$ cat src/rtl/cfgseq_pkg.sv
package cfgseq_pkg;

  typedef enum logic [2:0] {
    PH_PWRUP   = 3'd0,
    PH_RESET   = 3'd1,
    PH_CONFIG  = 3'd2,
    PH_INIT    = 3'd3,
    PH_USER    = 3'd4,
    PH_UNKNOWN = 3'd5
  } phase_e;

  localparam int CTRL_W     = 10;
  localparam int B_EN       = 0;
  localparam int B_NCE      = 1;
  localparam int B_PULL     = 2;
  localparam int B_DIV_LO   = 6;
  localparam int B_DIV_HI   = 7;
  localparam int B_XFER     = 8;
  localparam int B_WIDE     = 9;
  localparam logic [CTRL_W-1:0] CTRL_MASK = 10'h3C7;
  localparam int B_ERR      = 8;

  // ratio code to clock factor
  function automatic logic [3:0] div_factor(input logic [1:0] code);
    return 4'd1 << code;
  endfunction

endpackage

$ cat src/rtl/cfgseq_regs.sv
module cfgseq_regs
  import cfgseq_pkg::*;
#(
  parameter int ADDR_W = 4,
  parameter int DATA_W = 32,
  parameter int SEL_W  = 5
) (
  input  logic              clk,
  input  logic              rst_n,
  input  logic              reg_wr,
  input  logic [ADDR_W-1:0] reg_addr,
  input  logic [DATA_W-1:0] reg_wdata,
  input  phase_e            phase,
  input  logic [SEL_W-1:0]  mode_sel,
  input  logic              err,
  output logic [DATA_W-1:0] reg_rdata,
  output logic [CTRL_W-1:0] ctrl_q,
  output logic              err_clr
);
  localparam logic [ADDR_W-1:0] A_STAT = ADDR_W'(0);
  localparam logic [ADDR_W-1:0] A_CTRL = ADDR_W'(4);
  localparam int STAT_USED = 3 + SEL_W + 1;

  logic ctrl_wr;
  assign ctrl_wr = reg_wr && (reg_addr == A_CTRL);
  assign err_clr = reg_wr && (reg_addr == A_STAT) && reg_wdata[B_ERR];

  always_ff @(posedge clk or negedge rst_n)
    if (!rst_n)       ctrl_q <= '0;
    else if (ctrl_wr) ctrl_q <= reg_wdata[CTRL_W-1:0] & CTRL_MASK;

  always_comb begin
    reg_rdata = '0;
    if (reg_addr == A_STAT)
      reg_rdata[STAT_USED-1:0] = {err, mode_sel, phase};
    else if (reg_addr == A_CTRL)
      reg_rdata[CTRL_W-1:0] = ctrl_q;
  end

  // unused control bits never become set
  p_ctrl_mask_r3: assert property (@(posedge clk) disable iff (!rst_n)
    (ctrl_q & ~CTRL_MASK) == '0);

endmodule

$ cat src/rtl/cfgseq_phase.sv
module cfgseq_phase
  import cfgseq_pkg::*;
#(
  parameter int POST_CLKS = 4
) (
  input  logic   clk,
  input  logic   rst_n,
  input  logic   pwr_good,
  input  logic   pull,
  input  logic   dev_nstatus,
  input  logic   dev_conf_done,
  output phase_e phase_q
);
  localparam int CNT_W = $clog2(POST_CLKS + 1);

  phase_e            phase_d;
  logic [CNT_W-1:0]  cnt_q;
  logic              cfg_ok, cfg_fail, post_done;

  assign cfg_ok    = dev_conf_done && dev_nstatus;
  assign cfg_fail  = !dev_nstatus;
  assign post_done = (cnt_q == CNT_W'(POST_CLKS - 1));

  always_comb begin
    phase_d = phase_q;
    if (!pwr_good)  phase_d = PH_PWRUP;
    else if (pull)  phase_d = PH_RESET;
    else begin
      case (phase_q)
        PH_PWRUP:  phase_d = PH_UNKNOWN;
        PH_RESET:  phase_d = PH_CONFIG;
        PH_CONFIG: if (cfg_ok) phase_d = PH_INIT;
                   else if (cfg_fail) phase_d = PH_UNKNOWN;
        PH_INIT:   if (post_done) phase_d = PH_USER;
        default:   phase_d = phase_q;
      endcase
    end
  end

  always_ff @(posedge clk or negedge rst_n)
    if (!rst_n) begin
      phase_q <= PH_PWRUP;
      cnt_q   <= '0;
    end else begin
      phase_q <= phase_d;
      cnt_q   <= (phase_q == PH_INIT && !post_done) ? cnt_q + 1'b1 : '0;
    end

  p_pwr_r4: assert property (@(posedge clk) disable iff (!rst_n)
    !pwr_good |=> phase_q == PH_PWRUP);
  p_pull_r5: assert property (@(posedge clk) disable iff (!rst_n)
    (pwr_good && pull) |=> phase_q == PH_RESET);
  p_release_r6: assert property (@(posedge clk) disable iff (!rst_n)
    (pwr_good && !pull && phase_q == PH_RESET) |=> phase_q == PH_CONFIG);
  p_init_exit_r8: assert property (@(posedge clk) disable iff (!rst_n)
    (phase_q == PH_INIT && pwr_good && !pull) |=>
      (phase_q == PH_INIT || phase_q == PH_USER));

endmodule

$ cat src/rtl/cfgseq_gate.sv
module cfgseq_gate #(
  parameter int DATA_W = 32
) (
  input  logic              clk,
  input  logic              rst_n,
  input  logic              dat_wr,
  input  logic [DATA_W-1:0] dat_wdata,
  input  logic              xfer_en,
  input  logic              wide,
  input  logic              err_clr,
  output logic              out_vld,
  output logic [DATA_W-1:0] out_data,
  output logic              err_q
);
  localparam int HALF = DATA_W / 2;

  function automatic logic [DATA_W-1:0] fit_width(input logic w,
                                                  input logic [DATA_W-1:0] d);
    return w ? d : {{(DATA_W-HALF){1'b0}}, d[HALF-1:0]};
  endfunction

  logic accept, drop;
  assign accept = dat_wr && xfer_en;
  assign drop   = dat_wr && !xfer_en;

  always_ff @(posedge clk or negedge rst_n)
    if (!rst_n) begin
      out_vld  <= 1'b0;
      out_data <= '0;
      err_q    <= 1'b0;
    end else begin
      out_vld <= accept;
      if (accept) out_data <= fit_width(wide, dat_wdata);
      if (drop)         err_q <= 1'b1;
      else if (err_clr) err_q <= 1'b0;
    end

  p_fwd_r9: assert property (@(posedge clk) disable iff (!rst_n)
    accept |=> out_vld);
  p_drop_r10: assert property (@(posedge clk) disable iff (!rst_n)
    drop |=> (!out_vld && err_q));
  p_sticky_r10: assert property (@(posedge clk) disable iff (!rst_n)
    (err_q && !err_clr) |=> err_q);

endmodule

$ cat src/rtl/cfgseq_top.sv
module cfgseq_top
  import cfgseq_pkg::*;
#(
  parameter int ADDR_W    = 4,
  parameter int DATA_W    = 32,
  parameter int SEL_W     = 5,
  parameter int POST_CLKS = 4
) (
  input  logic              clk,
  input  logic              rst_n,
  input  logic              reg_wr,
  input  logic [ADDR_W-1:0] reg_addr,
  input  logic [DATA_W-1:0] reg_wdata,
  output logic [DATA_W-1:0] reg_rdata,
  input  logic              dat_wr,
  input  logic [DATA_W-1:0] dat_wdata,
  input  logic [SEL_W-1:0]  mode_sel,
  input  logic              pwr_good,
  input  logic              dev_nstatus,
  input  logic              dev_conf_done,
  output logic              cfg_en,
  output logic              dev_nce,
  output logic              dev_ncfg,
  output logic [3:0]        cfg_div,
  output logic              cfg_wide,
  output logic              cfg_data_vld,
  output logic [DATA_W-1:0] cfg_data
);
  logic [CTRL_W-1:0] ctrl_q;
  logic              err_q, err_clr;
  phase_e            phase_q;

  cfgseq_regs #(.ADDR_W(ADDR_W), .DATA_W(DATA_W), .SEL_W(SEL_W)) u_regs (
    .clk(clk), .rst_n(rst_n), .reg_wr(reg_wr), .reg_addr(reg_addr),
    .reg_wdata(reg_wdata), .phase(phase_q), .mode_sel(mode_sel),
    .err(err_q), .reg_rdata(reg_rdata), .ctrl_q(ctrl_q), .err_clr(err_clr));

  cfgseq_phase #(.POST_CLKS(POST_CLKS)) u_phase (
    .clk(clk), .rst_n(rst_n), .pwr_good(pwr_good), .pull(ctrl_q[B_PULL]),
    .dev_nstatus(dev_nstatus), .dev_conf_done(dev_conf_done),
    .phase_q(phase_q));

  cfgseq_gate #(.DATA_W(DATA_W)) u_gate (
    .clk(clk), .rst_n(rst_n), .dat_wr(dat_wr), .dat_wdata(dat_wdata),
    .xfer_en(ctrl_q[B_XFER]), .wide(ctrl_q[B_WIDE]), .err_clr(err_clr),
    .out_vld(cfg_data_vld), .out_data(cfg_data), .err_q(err_q));

  assign cfg_en   = ctrl_q[B_EN];
  assign dev_nce  = ctrl_q[B_NCE];
  assign dev_ncfg = !ctrl_q[B_PULL];
  assign cfg_div  = div_factor(ctrl_q[B_DIV_HI:B_DIV_LO]);
  assign cfg_wide = ctrl_q[B_WIDE];

  // the divide factor is always a single power of two
  p_div_onehot_r11: assert property (@(posedge clk) disable iff (!rst_n)
    $countones(cfg_div) == 1);

endmodule

$ cat config.mk
export PLATFORM = sky130hd
export DESIGN_NAME = cfgseq_top
export DESIGN_NICKNAME = d
export VERILOG_FILES = /design/src/rtl/cfgseq_pkg.sv /design/src/rtl/cfgseq_regs.sv /design/src/rtl/cfgseq_phase.sv /design/src/rtl/cfgseq_gate.sv /design/src/rtl/cfgseq_top.sv
export SDC_FILE = /design/constraint.sdc
export NUM_CORES = 1
export LEC_CHECK = 0
export ABC_AREA = 1
export BUFFER_PORTS_ARGS = -buffer_cell sky130_fd_sc_hd__buf_2
export CAP_MARGIN = 5
export CORE_MARGIN = 2
export CORE_UTILIZATION = 40
export CTS_CLUSTER_SIZE = 16
export DETAILED_ROUTE_END_ITERATION = 6
export PLACE_DENSITY = 0.8
export SYNTH_ARGS = -nofsm -noshare
export SYNTH_HDL_FRONTEND = slang
export SYNTH_SLANG_ARGS = --single-unit
$ cat constraint.sdc
create_clock -name clk -period 2.9 [get_ports clk]
set_input_delay 0.145 -clock clk [delete_from_list [all_inputs] [get_ports clk]]
set_output_delay 0.145 -clock clk [all_outputs]
set_load 0.01 [all_outputs]
==> flow_summary.ini, run 1 <==
[yosys]
synth_top_area_frac = 0.523
ys_dominant_reg_cell = dfrtp_1
yosysTopAreaCell = dfrtp_1
syn_inst = 273
yosysMostFrequentCell = nand2_1
synth_enable_flop_cells = 0
ys_async_sr_fraction = 1.00
yosysUniqueCellTypes = 24
yosys_warnings = 0
synthTopCellsByArea = dfrtp_1 52%, nand2_1 18%, buf_4 7.3%, o21ai_0 4.9%, inv_1 3.3%
syn_avg_cell_area_um2 = 8.24
synthTopCellsByCount = 106 x nand2_1, 47 x dfrtp_1, 22 x buf_4, 22 x o21ai_0, 20 x inv_1
ys_seq_elements = 47
ys_seq_area_frac = 0.523
netlist_area_um2 = 2250

[critical_path]
cp.arrival_ns = 1.38
crit_type = flip-flop to output port
start_kind = flip-flop
r2r-start = u_phase.cnt_q[0]
slowest_stage = dfrtp_1
cp.required_ns = 2.76
crit_chain = inv_1 > nor2_1 > buf_2
critPathLaunch = u_regs.ctrl_q[9]
critical_path.max_fanout = 18
critPathMaxStageDelay_ns = 0.69
critical_path.endpoint_type = output port

[global_route]
grt_max_degree = 48
busiest_layer = met2
use_met3 = 0.0398
grtUsageMet1 = 0.196
grt_pass1_wl_um = 8000
grt_overflow_total = 0
grt_pass1_vias = 1828
antenna_found_initial = 0
grtUsageMet2 = 0.280
grt_use_total = 0.161

[power_and_ir_drop]
vdd_drop_max_uv = 271
switching_share = 0.354
powerDensity_nw_per_um2 = 701
power.leakage_nw = 1.70
seq_power_share = 0.489
p_clk_frac = 0.189
p_int_mw = 1.28
combPwrFrac = 0.322
p_total_mw = 1.98
power_switching_mw = 0.701

[placement]
io_buffers = 105
place.detailed.hpwl_um = 3680
place_ws_ns = 1.59
place_congestion = 0.795

[finish]
num-nets-final = 459
area_growth_pct = 25.8
diodes = 0
drive_gt1_frac = 0.336
nFillCells = 544
final_util = 0.517

[sta]
setup_slack_ns = 1.38
worst_hold_slack_ns = 0.0278
min_period_ns = 1.52
setup_violations = 0
slew_viol_final = 0
fin_worst_skew_ns = 0.00480
setup_tns_ns = 0
period_share = 0.525
maxSlewHeadroom = 0.325
rsz0062_at_grt = false
tightest_slew_ns = 1.01
hold_viol = 0
fmax_mhz = 657

[cts]
cts_hold_buf = 0
clock_path_buffers = 2
cts_tree = built
post_cts.repair.setup_buffers = 0
cts_buffers = 5
postCtsResizedCells = 0
htree_levels = 2
clock_latency_ns = 0.29
clkTransAtPathRegs_ns = 0.09
cts-root-buf = clkbuf_8
cts.sinks = 47

[route]
ant_nets = 0
drc = 0
via_count = 2020
drt-total-wl_um = 4870
vias_per_cell = 4.49
firstDrtPassIters = 4
drt-initial-drc-count = 83
wire_per_inst_um = 10.8

[floorplan]
core_area_um2 = 5470
dieWidth_um = 79.0
num_rows = 27
initial_utilization = 0.411
num_io_pins = 153
die_y_um = 79.0
dieArea_um2 = 6240

[run]
drv_cap = 0

[run_status]
status = complete, no violations

[hold_path]
hp-class = primary input to async pin
-- cells in the final DEF (no fill, tap or decap), drive strengths merged --
cell type / count
inv: 21
nand2: 107
o22ai: 1
clkbuf: 5
clkinv: 4
buf: 107
a21oi: 5
o211ai: 1
o21ai: 22
o31ai: 1
conb: 22
dfrtp: 47
ha: 2
nand4: 1
nand3: 13
nor2: 19
-- critical path: cells and delay by family, from the launching register on --
| kind | cells | cell delay [ns] |
|---|---|---|
| buffers and inverters | 2 | 0.27 |
| DFF | 1 | 0.69 |
| and+or+nand+nor | 1 | 0.12 |
-- sequential cells by signal, indices dropped and copies added (netlist names) --
signal and flops:
u_regs.ctrl_q 7, u_phase.cnt_q 3, u_gate.err_q 1, u_phase.phase_q 3, u_gate.out_vld 1, u_gate.out_data 32
-- power by group through the flow --
stage          Clock (mW)  Combinational (mW)  Sequential (mW)
6_report            0.374               0.638            0.970
4_1_cts             0.394               0.649            0.971
3_5_place_dp            0               0.647            0.984
2_1_floorplan           0               0.286             1.06
3_3_place_gp            0               0.630            0.973
5_1_grt             0.427               0.727            0.999
-- path summary, 6_finish.rpt --
| path | end | slack (ns) | depth (start not counted) |
|---|---|---|---|
| min in group clk | u_gate.out_data[4] | 0.04 | 3 |
| worst min-delay path | u_gate.out_data[23] | 0.03 | 1 |
| max in group asynchronous | u_gate.out_data[6] | 2.26 | 1 |
| worst max register to register | u_phase.phase_q[2] | 1.59 | 8 |
| worst min register to register | u_phase.cnt_q[0] | 0.44 | 1 |
| worst max-delay path | reg_rdata[9] | 1.38 | 3 |
-- per-layer routing --
metal | part of all wire | wire length (um)
met1 | 0.45 | 2170
met2 | 0.48 | 2330
met3 | 0.070 | 341
met4 | 0.0047 | 23
met5 | 0 | 0
-- stage by stage --
stage / instance area [um2] / instances
finish: 2830 / 450
global route: 2830 / 450
CTS: 2830 / 450
detailed placement: 2740 / 442
global placement: 2740 / 442
floorplan: 2330 / 294
-- cell families (layout without fill, tap and decap cells) --
group / Yosys count / in the layout / synth area share
buffers and inverters: 53 / 137 / 0.132
and+or+nand+nor: 140 / 140 / 0.255
adders and majority gates: 2 / 2 / 0.0111
other: 1 / 22 / 0.00167
AOI/OAI and AO/OA: 30 / 30 / 0.0762
DFF: 47 / 47 / 0.523
-- area by class of cell --
cell class              instances  area, um2  share of cell area
clock buffers                   5       68.8              0.0243
clock inverters                 3       15.0             0.00531
inverters                      22       83.8              0.0296
multi-input cells             194        853               0.302
flip-flops and latches         47       1180               0.416
well taps                      72       90.1              0.0319
repair buffers                107        541               0.191
Power figures use the tool's default switching activity.
==> run 2: changes to the inputs <==
==> constraint.sdc (replaced) <==
create_clock -name clk -period 1.45 [get_ports clk]
set_input_delay 0.0725 -clock clk [delete_from_list [all_inputs] [get_ports clk]]
set_output_delay 0.0725 -clock clk [all_outputs]
set_load 0.01 [all_outputs]
==> run 2 against run 1 <==
Non-clock buffer count is 21 higher. Worst hold slack lost 0.013 ns. Power grew 100%. Routed wire length rose by 7.2%. Cell area up 8.1%. Highest routed layer unchanged. Register-to-register slack got worse by 1.4 ns. Worst setup slack worse by 1.2 ns. Global-route usage up 1.3 points. Count of clock-buffer cells in the layout is the same. Sequential share of layout area decreased by 3.1 points. Sequential power increased by 100%. Critical endpoint is now u_phase.phase_q[2].
==> flow_summary.ini, run 2 (synthesis results as in run 1) <==
[run_status]
status = complete, no violations

[placement]
io_buffers = 105
place_inst = 444
place.detailed.hpwl_um = 3730
place_congestion = 0.770
placed_area_um2 = 2770

[cts]
cts.sinks = 47
clkTransAtPathRegs_ns = 0.09
cts-root-buf = clkbuf_8
cts_buffers = 5
clock_path_buffers = 2
htree_levels = 2
post_cts.repair.setup_buffers = 0
cts_tree = built
clock_latency_ns = 0.29

[finish]
diodes = 0
multi_input_area_um2 = 853
nFillCells = 516
fin_area_um2 = 3060
drive_gt1_frac = 0.326
num-nets-final = 480
final_util = 0.559
layout_commonest_cell = nand2_1
seqCellArea_um2 = 1180
largest_register_ff_count = 32
fin_cells = 471
layout_common_cells = 106 x nand2_1, 105 x buf_2, 46 x dfrtp_1
regMostFlops = u_gate.out_data
area_growth_pct = 35.9
reg.largest.list = u_gate.out_data: 32 flops, u_regs.ctrl_q: 7 flops

[route]
drt-initial-drc-count = 83
ant_nets = 0
vias_per_cell = 4.50
drt-total-wl_um = 5220
drc = 0
firstDrtPassIters = 4
wire_per_inst_um = 11.1
via_count = 2119

[floorplan]
num_io_pins = 153
dieWidth_um = 79.0
dieArea_um2 = 6240
core_area_um2 = 5470
num_rows = 27
die_y_um = 79.0
initial_utilization = 0.411

[critical_path]
start_kind = flip-flop
critical_path.endpoint_type = flip-flop
cp.arrival_ns = 1.49
critical_path.max_fanout = 3
crit_type = flip-flop to flip-flop
cp.required_ns = 1.64

[global_route]
grt_max_degree = 48
grt_overflow_total = 0
antenna_found_initial = 0
grt_pass1_vias = 2074
grt_pass1_wl_um = 8630
grt_use_total = 0.173

[sta]
slew_viol_final = 0
fin_worst_skew_ns = 0.00220
fmax_mhz = 766
hold_viol = 0
period_share = 0.900
rsz0062_at_grt = false
tightest_slew_ns = 0.584
min_period_ns = 1.30
setup_violations = 0
setup_tns_ns = 0
maxSlewHeadroom = 0.611

[power_and_ir_drop]
power.leakage_nw = 1.79
vdd_drop_max_uv = 568
p_total_mw = 4.06
powerDensity_nw_per_um2 = 1330

[run]
drv_cap = 0

[hold_path]
hp-class = primary input to flip-flop
-- run 2: per-stage QoR --
| step | setup WS, ns | hold slack, ns |
|---|---|---|
| 2_1_floorplan | 0.248 | -0.223 |
| 3_3_place_gp | 0.176 | 0.194 |
| 3_5_place_dp | 0.158 | 0.199 |
| 4_1_cts | 0.115 | 0.00510 |
| 5_1_grt | 0.0381 | 0.0185 |
| 6_report | 0.145 | 0.0144 |
-- run 2: path summary, 6_finish.rpt --
path	start	to	slack [ns]	depth (start not counted)
hold reg to reg	u_phase.cnt_q[0]	u_phase.cnt_q[0]	0.44	1
hold / removal	dat_wdata[23]	u_gate.out_data[23]	0.01	3
setup / recovery	u_phase.cnt_q[0]	u_phase.phase_q[2]	0.15	8
min in group asynchronous	rst_n	u_gate.out_data[22]	0.38	3
setup reg to reg	u_phase.cnt_q[0]	u_phase.phase_q[2]	0.15	8
max in group asynchronous	rst_n	u_regs.ctrl_q[9]	0.62	3
-- run 2: final cells by class --
| cell class | instances | area share |
|---|---|---|
| flip-flops and latches | 47 | 0.385 |
| repair buffers | 128 | 0.248 |
| clock buffers | 5 | 0.0225 |
| inverters | 22 | 0.0274 |
| well taps | 72 | 0.0295 |
| multi-input cells | 194 | 0.279 |
| clock inverters | 3 | 0.00819 |
-- run 2: where the power goes --
part / internal, mW / leakage [nW] / switching (mW) / total [mW]
registers: 1.70 / 0.586 / 0.236 / 1.94
logic: 0.576 / 1.16 / 0.765 / 1.34
clock network: 0.345 / 0.0443 / 0.438 / 0.783
total: 2.62 / 1.79 / 1.44 / 4.06
-- run 2: what timing repair did --
item,4_1_cts,5_1_grt
hold buffers,19,0
resized for setup,1,0
endpoints found under the hold margin,65,0
setup endpoints to repair,1,0
-- run 2: critical path, stage by stage (launching register included) --
cell     delay (ns)
dfrtp_1        0.39
ha_1           0.20
ha_1           0.17
inv_1          0.07
a21oi_1        0.06
nand2_1        0.11
nand2_1        0.08
nand2_1        0.08
nand2_1        0.05
-- run 2: per-layer routing --
layer | routed length [um] | global-route usage | up-vias | share of wire
li1 | - | - | 1047 | -
met1 | 2100 | 0.190 | 949 | 0.40
met2 | 2530 | 0.318 | 111 | 0.48
met3 | 451 | 0.0409 | 12 | 0.086
met4 | 135 | 0.0759 | 0 | 0.026
met5 | 0 | 0 | - | 0
==> run 3: changes to the inputs <==
--- a/config.mk
+++ b/config.mk
@@ -12,7 +12,7 @@
 export CORE_UTILIZATION = 40
 export CTS_CLUSTER_SIZE = 16
 export DETAILED_ROUTE_END_ITERATION = 6
-export PLACE_DENSITY = 0.8
+export PLACE_DENSITY = 0.78
 export SYNTH_ARGS = -nofsm -noshare
 export SYNTH_HDL_FRONTEND = slang
 export SYNTH_SLANG_ARGS = --single-unit
==> run 3 against run 2 <==
Global-route usage decreased by 0.39 points. Sequential power is essentially flat. Count of clock-buffer cells in the layout unchanged. Critical endpoint unchanged.
==> flow_summary.ini, run 3 (synthesis results as in run 1) <==
[cts]
clkTransAtPathRegs_ns = 0.08
htree_levels = 2
clock_path_buffers = 2
cts_tree = built
cts-root-buf = clkbuf_8
clock_latency_ns = 0.28
postCtsResizedCells = 0
cts_buffers = 5
cts.sinks = 47

[sta]
setup_violations = 0
rsz0062_at_grt = false
period_share = 0.917
setup_tns_ns = 0
worst_hold_slack_ns = 0.0199
fmax_mhz = 752
slew_viol_final = 0
setup_slack_ns = 0.121
fin_worst_skew_ns = 0.00258
hold_viol = 0
min_period_ns = 1.33

[floorplan]
num_rows = 27
die_y_um = 79.0
dieArea_um2 = 6240
core_area_um2 = 5470
initial_utilization = 0.411
num_io_pins = 153
dieWidth_um = 79.0

[finish]
layout_commonest_cell = nand2_1
final_util = 0.554
fin_cells = 470
reg.largest.list = u_gate.out_data: 32 flops, u_regs.ctrl_q: 7 flops
drive_gt1_frac = 0.327
regMostFlops = u_gate.out_data
diodes = 0
area_growth_pct = 34.9
largest_register_ff_count = 32
layout_common_cells = 106 x nand2_1, 105 x buf_2, 47 x dfrtp_1
num-nets-final = 479

[global_route]
grtUsageMet1 = 0.205
grt_pass1_vias = 1983
grt_pass1_wl_um = 8490
grt_overflow_total = 0
grt_max_degree = 29
grtUsageMet2 = 0.302
use_met3 = 0.0364
antenna_found_initial = 0
busiest_layer = met2
grt_use_total = 0.170

[route]
drt-initial-drc-count = 44
firstDrtPassIters = 5
wire_per_inst_um = 10.9
ant_nets = 0
drt-total-wl_um = 5150
vias_per_cell = 4.48
via_count = 2107
drc = 0

[critical_path]
critical_path.max_fanout = 3
cp.required_ns = 1.63
critical_path.endpoint_type = flip-flop
reg2reg_slack_ns = 0.12
crit_type = flip-flop to flip-flop
cp.arrival_ns = 1.51
worst_r2r_path_depth = 8
rr_endpoint = u_phase.phase_q[2]
start_kind = flip-flop
critPathLaunch = u_phase.cnt_q[0]
r2r-start = u_phase.cnt_q[0]

[power_and_ir_drop]
vdd_drop_max_uv = 495
power.leakage_nw = 1.79
powerDensity_nw_per_um2 = 1320

[hold_path]
whs_path_depth = 3
hold_start = reg_wdata[1]
hp-class = primary input to flip-flop
min_to = u_regs.ctrl_q[1]

[placement]
place.detailed.hpwl_um = 3820
io_buffers = 105
place_ws_ns = 0.155
place_congestion = 0.843
place_inst = 445

[run_status]
status = complete, no violations

[run]
drv_cap = 0
==> run 3: changes by cell type in the layout (fill, tap and decap cells not counted), sizes merged <==
cell         previous run  this run
clkinv                  3         4
clkinvlp                1         0
buf                   109       110
dlygate4sd3            19        17
==> run 3: worst max-delay path by stage <==
stage	end	depth (start not counted)
finish	u_phase.phase_q[2]	8
global placement	u_phase.phase_q[2]	8
CTS	u_phase.phase_q[2]	8
floorplan	u_phase.phase_q[2]	8
detailed placement	u_phase.phase_q[2]	8
global route	u_phase.phase_q[2]	8
==> run 3: critical path, stage by stage, from the launching register on <==
cell and delay (ns):
dfrtp_1 0.39, ha_1 0.21, ha_1 0.18, inv_1 0.07
a21oi_1 0.06, nand2_1 0.10, nand2_1 0.08, nand2_1 0.09
nand2_1 0.04
==> run 3: per-layer routing <==
layer,routed length (um),vias up
li1,-,1048
met1,2220,954
met2,2490,97
met3,360,8
met4,70,0
met5,0,-
==> run 3: final cells by class <==
cell class | count | area [um2]
clock buffer | 5 | 68.8
clock inverter | 3 | 15.0
fill | 510 | 2440
inverter | 22 | 83.8
multi-input combinational | 194 | 853
sequential | 47 | 1180
tap | 72 | 90.1
timing repair buffer | 127 | 746
==> run 3: repair_timing <==
item	CTS	global route
endpoints found under the hold margin	35	0
hold buffers	17	0
setup buffers	0	0
==> run 3: per-stage QoR <==
stage,cell area [um2],total power [mW]
after floorplan,2330,2.68
after global placement,2780,3.23
after detailed placement,2780,3.27
after CTS,3030,4.06
after global routing,3030,4.33
final,3030,4.01
==> run 3: where the power goes <==
part           total [mW]  switching (mW)  internal, mW
Sequential           1.92           0.218          1.70
Clock               0.731           0.401         0.330
Combinational        1.36           0.778         0.577
Total                4.01            1.40          2.61
